==> src/rtl/kc_pkg.sv <==
package kc_pkg;
  // stages seen by the controller, youngest first
  typedef enum int {STG_F = 0, STG_D = 1, STG_I = 2, STG_X0 = 3, STG_X1 = 4} stage_e;
  localparam int NSTG = 5;

  // program-order rank (0 = oldest) to flat entry index stage*w+slot
  function automatic int rank_to_entry(int r, int w);
    return (NSTG - 1 - r / w) * w + (r % w);
  endfunction
endpackage

==> src/rtl/kc_oldest.sv <==
module kc_oldest #(
  parameter int W      = 3,
  parameter int PC_W   = 32,
  localparam int SLOT_W = (W > 1) ? $clog2(W) : 1
) (
  input  logic [W-1:0]      x1_vld,
  input  logic [W*PC_W-1:0] x1_pc,
  input  logic [W-1:0]      misp,
  input  logic [W*PC_W-1:0] tgt,
  output logic              fire,
  output logic [SLOT_W-1:0] slot,
  output logic [PC_W-1:0]   br_pc,
  output logic [PC_W-1:0]   br_tgt
);
  // scan from youngest to oldest so the oldest flagged slot is kept
  always_comb begin
    fire   = 1'b0;
    slot   = '0;
    br_pc  = '0;
    br_tgt = '0;
    for (int s = W - 1; s >= 0; s--) begin
      if (x1_vld[s] && misp[s]) begin
        fire   = 1'b1;
        slot   = SLOT_W'(s);
        br_pc  = x1_pc[s*PC_W +: PC_W];
        br_tgt = tgt[s*PC_W +: PC_W];
      end
    end
  end
endmodule

==> src/rtl/kc_select.sv <==
module kc_select
  import kc_pkg::*;
#(
  parameter int W          = 3,
  parameter int PC_W       = 32,
  parameter int DELAY_SLOT = 0,
  parameter int STEP       = 4,
  localparam int NE        = NSTG * W,
  localparam int SLOT_W    = (W > 1) ? $clog2(W) : 1
) (
  input  logic              fire,
  input  logic [SLOT_W-1:0] slot,
  input  logic [PC_W-1:0]   br_pc,
  input  logic [NE-1:0]     vld,
  input  logic [NE*PC_W-1:0] pc,
  output logic [NE-1:0]     kill,
  output logic              ds_missing
);
  logic seen, spared;

  // walk entries in program order; the branch is execute-1 rank `slot`
  always_comb begin
    kill   = '0;
    seen   = 1'b0;
    spared = 1'b0;
    for (int r = 0; r < NE; r++) begin
      if (fire && r > int'(slot) && vld[rank_to_entry(r, W)]) begin
        if (!seen && DELAY_SLOT != 0 &&
            pc[rank_to_entry(r, W)*PC_W +: PC_W] == br_pc + PC_W'(STEP))
          spared = 1'b1;
        else
          kill[rank_to_entry(r, W)] = 1'b1;
        seen = 1'b1;
      end
    end
    ds_missing = fire && (DELAY_SLOT != 0) && !spared;
  end
endmodule

==> src/rtl/kc_redirect.sv <==
module kc_redirect #(
  parameter int W    = 3,
  parameter int PC_W = 32,
  parameter int STEP = 4
) (
  input  logic              clk,
  input  logic              rst,
  input  logic              fire,
  input  logic [PC_W-1:0]   br_pc,
  input  logic [PC_W-1:0]   br_tgt,
  input  logic              ds_missing,
  input  logic [W-1:0]      f_vld,
  input  logic [W*PC_W-1:0] f_pc,
  output logic              redir_vld,
  output logic [PC_W-1:0]   redir_pc,
  output logic              fetch_one,
  output logic [W-1:0]      f_kill,
  output logic              waiting
);
  logic [PC_W-1:0] held_tgt, ds_pc;
  logic            hit;

  always_comb begin
    redir_vld = 1'b0;
    redir_pc  = '0;
    fetch_one = 1'b0;
    f_kill    = '0;
    hit       = 1'b0;
    if (waiting) begin
      for (int s = 0; s < W; s++) begin
        if (hit && f_vld[s]) f_kill[s] = 1'b1;
        if (!hit && f_vld[s] && f_pc[s*PC_W +: PC_W] == ds_pc) hit = 1'b1;
      end
      if (hit) begin
        redir_vld = 1'b1;
        redir_pc  = held_tgt;
      end
    end else if (fire) begin
      redir_vld = 1'b1;
      if (ds_missing) begin
        redir_pc  = br_pc + PC_W'(STEP);
        fetch_one = 1'b1;
      end else begin
        redir_pc  = br_tgt;
      end
    end
  end

  always_ff @(posedge clk) begin
    if (rst) begin
      waiting  <= 1'b0;
      held_tgt <= '0;
      ds_pc    <= '0;
    end else if (waiting) begin
      if (hit) waiting <= 1'b0;
    end else if (fire && ds_missing) begin
      waiting  <= 1'b1;
      held_tgt <= br_tgt;
      ds_pc    <= br_pc + PC_W'(STEP);
    end
  end
endmodule

==> src/rtl/mispredict_flush_unit.sv <==
module mispredict_flush_unit
  import kc_pkg::*;
#(
  parameter int W          = 3,
  parameter int PC_W       = 32,
  parameter int DELAY_SLOT = 0,
  parameter int STEP       = 4,
  localparam int NE        = NSTG * W,
  localparam int CNT_W     = $clog2(NE),
  localparam int SLOT_W    = (W > 1) ? $clog2(W) : 1
) (
  input  logic              clk,
  input  logic              rst,
  input  logic [NE-1:0]     stg_vld,
  input  logic [NE*PC_W-1:0] stg_pc,
  input  logic [W-1:0]      res_mispredict,
  input  logic [W*PC_W-1:0] res_target,
  output logic [NE-1:0]     kill,
  output logic [CNT_W-1:0]  kill_cnt,
  output logic              redir_vld,
  output logic [PC_W-1:0]   redir_pc,
  output logic              fetch_one
);
  localparam int X1_BASE = int'(STG_X1) * W;

  logic              fire_raw, fire, ds_missing, waiting_q;
  logic [SLOT_W-1:0] br_slot;
  logic [PC_W-1:0]   br_pc, br_tgt;
  logic [NE-1:0]     sel_kill;
  logic [W-1:0]      f_kill;

  kc_oldest #(.W(W), .PC_W(PC_W)) i_oldest (
    .x1_vld (stg_vld[X1_BASE +: W]),
    .x1_pc  (stg_pc[X1_BASE*PC_W +: W*PC_W]),
    .misp   (res_mispredict),
    .tgt    (res_target),
    .fire   (fire_raw),
    .slot   (br_slot),
    .br_pc  (br_pc),
    .br_tgt (br_tgt)
  );

  // resolutions are ignored while a delay-slot fetch is outstanding
  assign fire = fire_raw & ~waiting_q;

  kc_select #(.W(W), .PC_W(PC_W), .DELAY_SLOT(DELAY_SLOT), .STEP(STEP)) i_select (
    .fire       (fire),
    .slot       (br_slot),
    .br_pc      (br_pc),
    .vld        (stg_vld),
    .pc         (stg_pc),
    .kill       (sel_kill),
    .ds_missing (ds_missing)
  );

  kc_redirect #(.W(W), .PC_W(PC_W), .STEP(STEP)) i_redirect (
    .clk        (clk),
    .rst        (rst),
    .fire       (fire),
    .br_pc      (br_pc),
    .br_tgt     (br_tgt),
    .ds_missing (ds_missing),
    .f_vld      (stg_vld[W-1:0]),
    .f_pc       (stg_pc[W*PC_W-1:0]),
    .redir_vld  (redir_vld),
    .redir_pc   (redir_pc),
    .fetch_one  (fetch_one),
    .f_kill     (f_kill),
    .waiting    (waiting_q)
  );

  assign kill = sel_kill | {{(NE-W){1'b0}}, f_kill};

  always_comb begin
    kill_cnt = '0;
    for (int e = 0; e < NE; e++) kill_cnt = kill_cnt + CNT_W'(kill[e]);
  end
endmodule

==> config.mk <==
export PLATFORM = sky130hd
export DESIGN_NAME = mispredict_flush_unit
export DESIGN_NICKNAME = d
export VERILOG_FILES = /design/src/rtl/kc_pkg.sv /design/src/rtl/kc_oldest.sv /design/src/rtl/kc_select.sv /design/src/rtl/kc_redirect.sv /design/src/rtl/mispredict_flush_unit.sv
export SDC_FILE = /design/constraint.sdc
export NUM_CORES = 1
export LEC_CHECK = 0
export BUFFER_PORTS_ARGS = -buffer_cell sky130_fd_sc_hd__buf_2
export CORE_AREA = 2 2 249 251
export DETAILED_ROUTE_END_ITERATION = 10
export DIE_AREA = 0 0 251 253
export HOLD_SLACK_MARGIN = 0.08
export PLACE_DENSITY_LB_ADDON = 0.1
export SYNTH_ARGS = -nofsm -noshare
export SYNTH_HDL_FRONTEND = slang
export SYNTH_HIERARCHICAL = 1
export SYNTH_SLANG_ARGS = --single-unit
==> constraint.sdc <==
create_clock -name clk -period 7.04 [get_ports clk]
set_clock_uncertainty 0.1 [all_clocks]
set_input_delay 1.056 -clock clk [delete_from_list [all_inputs] [get_ports clk]]
set_output_delay 1.056 -clock clk [all_outputs]
set_load 0.005 [all_outputs]
== Word-level counts from Yosys, hierarchy flattened ==
Cells that the tools add are included.
Word-level totals
  word-level logic and storage cells: 93
  input port bits: 596
  flip-flop bits (word level): 1
Operators by class
  reductions and logical operators: 33
  add/sub/neg operators: 14
  magnitude comparators: 3
  bitwise gates (word level): 3
  multiplexer cells: 39
Operator list (number)
  $mux 32: 5
  $logic_not 32->1: 3
  $add 4x1->4: 11
  $mux 1: 30
  $logic_and 1x1->1: 27
  $or 15x3->15: 1
  $mux 2: 4
  $add 3x1->4: 1
  $gt 2x2->1 const A: 2
  $add 2x1->3: 1
  $add 1x1->2: 1
  $gt 1x2->1 const A: 1
  $logic_not 1->1: 2
  $reduce_or 2->1: 1
  $and 1x1->1: 1
  $not 1->1: 1

== Logic depth before layout (Yosys ltp) ==
  depth after elaboration: 27
  depth in mapped cells: 16

== Cells and area by module ==
The synthesis kept the hierarchy.
By module, submodules not included
  kc_redirect: times used 1, area each 4342.9 um^2, sequential area each 1301.2 um^2, cells an instance 550
  kc_oldest: times used 1, area each 1231.2 um^2, sequential area each 0.0 um^2, cells an instance 162
  mispredict_flush_unit: times used 1, area each 347.8 um^2, sequential area each 0.0 um^2, cells an instance 40
  kc_select: times used 1, area each 147.6 um^2, sequential area each 0.0 um^2, cells an instance 19

== Worst setup path after synthesis ==
No wires, ideal clock.
  kind: input port to output port
  start point: input stg_pc[18]
  end point: output kill_cnt[1]
  path buffers: 0
  required time: 5884 ps
  stages on the path: 16
  path slack: 751 ps
  arrival time: 5133 ps
  cells stage by stage: xor2_1 nor4_1 nand4_1 or4_4 nor2_1 or2_1 fa_1 inv_1 fa_1 fa_1 fa_1 inv_1 fa_1 inv_1 fa_1 inv_1
On the way
  elaborated cells between the ends (all ways): 29
RTL lines
  start, declared: RTL line mispredict_flush_unit.sv:15  | input logic [NE*PC_W-1:0] stg_pc,
  $logic_not 32->1: RTL line kc_redirect.sv:32  | if (!hit && f_vld[s] && f_pc[s*PC_W +: PC_W] == ds_pc) hit = 1'b1;
  $logic_and 1x1->1: RTL line kc_redirect.sv:32
  $mux 1: RTL line kc_redirect.sv:32
  $mux 1: RTL line kc_redirect.sv:29  | if (waiting) begin
  $logic_and 1x1->1: RTL line kc_redirect.sv:31  | if (hit && f_vld[s]) f_kill[s] = 1'b1;
  $mux 1: RTL line kc_redirect.sv:31
  $mux 2: RTL line kc_redirect.sv:29
  named net f_kill[1]: RTL line mispredict_flush_unit.sv:30  | logic [W-1:0] f_kill;
  $or 15x3->15: RTL line mispredict_flush_unit.sv:72  | assign kill = sel_kill | {{(NE-W){1'b0}}, f_kill};
  named net kill[1]: RTL line mispredict_flush_unit.sv:18  | output logic [NE-1:0] kill,
  $add 1x1->2: RTL line mispredict_flush_unit.sv:76  | for (int e = 0; e < NE; e++) kill_cnt = kill_cnt + CNT_W'(kill[e]);
  $add 2x1->3: RTL line mispredict_flush_unit.sv:76
  $add 3x1->4: RTL line mispredict_flush_unit.sv:76
  $add 4x1->4 (11 in a row): RTL line mispredict_flush_unit.sv:76
  end, declared: RTL line mispredict_flush_unit.sv:19  | output logic [CNT_W-1:0] kill_cnt,
The timed path passes the listed nets, and every way through them passes these cells. The select of a mux whose other input is x is not followed.

== Final worst setup path ==
  start point: input stg_pc[0]
  end point: output kill_cnt[1]
On the way
  elaborated cells between the ends (all ways): 29
RTL lines (RTL line)
  $logic_not 32->1: kc_redirect.sv:32
  $logic_and 1x1->1: kc_redirect.sv:32
  $mux 1: kc_redirect.sv:32
  $mux 1: kc_redirect.sv:29
  $logic_and 1x1->1: kc_redirect.sv:31
  $mux 1: kc_redirect.sv:31
  $mux 2: kc_redirect.sv:29
  named net f_kill[1]: mispredict_flush_unit.sv:30
  $or 15x3->15: mispredict_flush_unit.sv:72
  $add 1x1->2: mispredict_flush_unit.sv:76
  $add 2x1->3: mispredict_flush_unit.sv:76
  $add 3x1->4: mispredict_flush_unit.sv:76
  $add 4x1->4 (11 in a row): mispredict_flush_unit.sv:76
The timed path passes the listed nets, and every way through them passes these cells. The select of a mux whose other input is x is not followed.

==> results.py <==
metrics = {
    "sta": {
        "finalSetupTns_ns": 0,
        "rsz0062_at_grt": "yes",
        "whs_ns": 0.354,
        "fin_crit_sh_pct": 97.8,
        "setup_viol": 0,
        "hold_viol_final": 0,
        "fmax_ghz": 0.145,
        "fin_crit_ns": 6.88,
        "slew_violations": 76,
        "worstMarginPinSlew_ns": 3.53,
        "maxSlewHeadroom_pct": -136,
    },
    "synth": {
        "netlist_area_um2": 6070,
        "ys.flop_type": "dfxtp_1",
        "ys_ff_latch": 65,
        "yosysSeqAreaShare_pct": 21.4,
        "synth_top_area_share_pct": 21.4,
        "synth_top_area_cell": "dfxtp_1",
        "synth.area.top_cells": "dfxtp_1 (21%), xor2_1 (14%), a221o_1 (11%)",
        "synth.most_common_cell": "xor2_1",
        "synth_edf_count": 0,
        "async_flop_share_pct": 0,
        "avgSynthCellArea_um2": 7.87,
        "ys_top_cells_by_count": "xor2_1 (99), nand2_1 (91), and3_1 (70)",
        "ys.warnings.count": 6,
        "synth_cell_types": 43,
        "synth_cells": 771,
    },
    "cells_and_area": {
        "seqCellArea_um2": 1300,
        "final_util_pct": 14.9,
        "multi_input_area_um2": 4380,
        "final_area_um2": 9080,
        "drive_above_1_share_pct": 41.0,
        "nNetsFinal": 1725,
        "area_growth_pct": 49.6,
        "n_fill_cell": 7084,
    },
    "cts": {
        "htreeDepth": 3,
        "cts_hold_buffers": 0,
        "cts_tree": "built",
        "root_buffer": "clkbuf_16",
        "clock_sinks": 65,
        "cts_setup_buffers": 0,
        "clk_path_buf_depth": 2,
        "clk_latency_ns": 0.37,
        "numCtsBuffers": 9,
        "clkTransAtPathRegs_ns": 0.05,
    },
    "die": {
        "dieArea_um2": 63500,
        "rows": 91,
        "die_h_um": 253,
        "die_w_um": 251,
        "initial_utilization_pct": 9.95,
        "pin_count": 649,
        "core_um2": 61000,
    },
    "global_route": {
        "gr-total-overflow": 0,
        "antenna_found_initial": 2,
        "grt_usage_pct": 12.0,
        "grt_max_degree": 77,
        "grt_pass1_vias": 7236,
        "grt_pass1_wl_um": 53800,
    },
    "setup_path": {
        "cp-end-kind": "output port",
        "crit_type": "input port to output port",
        "startpoint": "stg_pc[0]",
        "critical_path_peak_fanout": 2,
        "reg2reg_from": "i_redirect/ds_pc[21]",
        "start_kind": "input port",
        "required_ns": 5.88,
        "cp.arrival_ns": 5.73,
    },
    "placed_design": {
        "dpl.hpwl_um": 31500,
        "place_area_um2": 8820,
        "gp_congestion": 0.733,
        "portBuffers": 358,
    },
    "route": {
        "drtPass1Iterations": 4,
        "drtAntennaViolNets": 0,
        "wl_per_cell_um": 20.3,
        "drt_wl_total_um": 38700,
        "drc": 0,
        "vias": 7038,
        "via_per_inst": 3.69,
        "drtIter0Drc": 352,
    },
    "run_status": {
        "violations": "max-slew violations",
        "status": "finished with violations",
    },
    "pwr": {
        "power_density_nw_per_um2": 160,
        "ir_drop_v": 0.000109,
        "fin_total_pwr_mw": 1.46,
        "p_leak_nw": 4.22,
    },
    "run": {
        "drv_cap": 0,
    },
    "worst_hold_path": {
        "worstHoldPathType": "flop to flop",
        "min_from": "i_redirect/held_tgt[28]",
    },
}
[kinds of logic after synthesis]
group           after synthesis  synth area share, %
other cells                   2                0.124
buf+inv                      85                 6.84
simple gates                312                 26.3
xor+xnor                    123                 17.7
flops                        65                 21.4
fa+ha+maj                    13                 3.92
compound gates              171                 23.6
[per-stage QoR]
| step | setup WS, ns | instances |
|---|---|---|
| final | 0.157 | 1909 |
| after global placement | -0.00279 | 1895 |
| after global routing | -0.0348 | 1908 |
| after detailed placement | -0.0339 | 1895 |
| after CTS | 0.0218 | 1908 |
| after floorplan | 0.751 | 772 |
[layout make-up]
type                       instances  area share (%)
multi-input combinational        622            48.3
clock buffer                      12            2.71
inverter                          23           0.951
antenna                            1          0.0276
tap                              790            10.9
sequential                        65            14.3
clock inverter                     1          0.0551
timing repair buffer             395            22.8
[per-layer routing]
metal | GRT usage [%] | share of wire [%] | vias to the layer above
li1 | - | - | 3500
met1 | 16.8 | 49 | 3243
met2 | 17.8 | 43 | 276
met3 | 3.50 | 6.9 | 19
met4 | 2.86 | 1.1 | 0
met5 | 0 | 0 | -
[path summary, 6_finish.rpt]
path | end | slack (ns) | cells past startpoint
max | kill_cnt[1] | 0.16 | 20
min reg2reg | i_redirect/held_tgt[28] | 0.35 | 2
min | i_redirect/held_tgt[28] | 0.35 | 2
max reg2reg | i_redirect/waiting | 4.31 | 7
[layout by cell type, fill, tap and decap left out, types with 6 or more instances in the layout]
| cell | n |
|---|---|
| a211oi_1 | 20 |
| clkbuf_16 | 9 |
| nand2_1 | 91 |
| nor2_1 | 60 |
| and3_1 | 70 |
| a221o_1 | 67 |
| and2_2 | 9 |
| a221o_2 | 26 |
| nand4_1 | 13 |
| a21oi_1 | 49 |
| nand3_1 | 22 |
| buf_4 | 37 |
| nor3_1 | 6 |
| inv_1 | 22 |
| buf_2 | 358 |
| fa_1 | 9 |
| xnor2_1 | 24 |
| nor4_1 | 17 |
| dfxtp_1 | 65 |
| xor2_1 | 99 |
[worst max-delay path, cell delays in order]
cell and delay (ns):
buf_2 0.10, xor2_1 0.14, nor4_1 0.33, buf_4 0.18, nand4_1 0.10, buf_4 0.17
or4_4 0.54, nor2_1 0.10, or2_1 0.15, fa_1 0.41, inv_1 0.07, fa_1 0.42
fa_1 0.46, fa_1 0.49, inv_1 0.05, fa_2 0.34, inv_2 0.07, fa_1 0.39
inv_1 0.06, buf_2 0.10
[state kept, by name, summed over array words and instances (netlist names)]
| signal | cells |
|---|---|
| i_redirect/held_tgt | 32 |
| i_redirect/ds_pc | 32 |
| i_redirect/waiting | 1 |
[repair_timing]
item,4_1_cts,5_1_grt
setup endpoints to repair,1,2
pin swaps,0,1
resized for setup,1,2
[where the power goes]
group / switching (mW) / internal (mW) / leakage [nW]
logic: 0.334 / 0.276 / 3.56
registers: 0.0271 / 0.392 / 0.530
clock network: 0.185 / 0.241 / 0.124
Power figures use the tool's default switching activity.
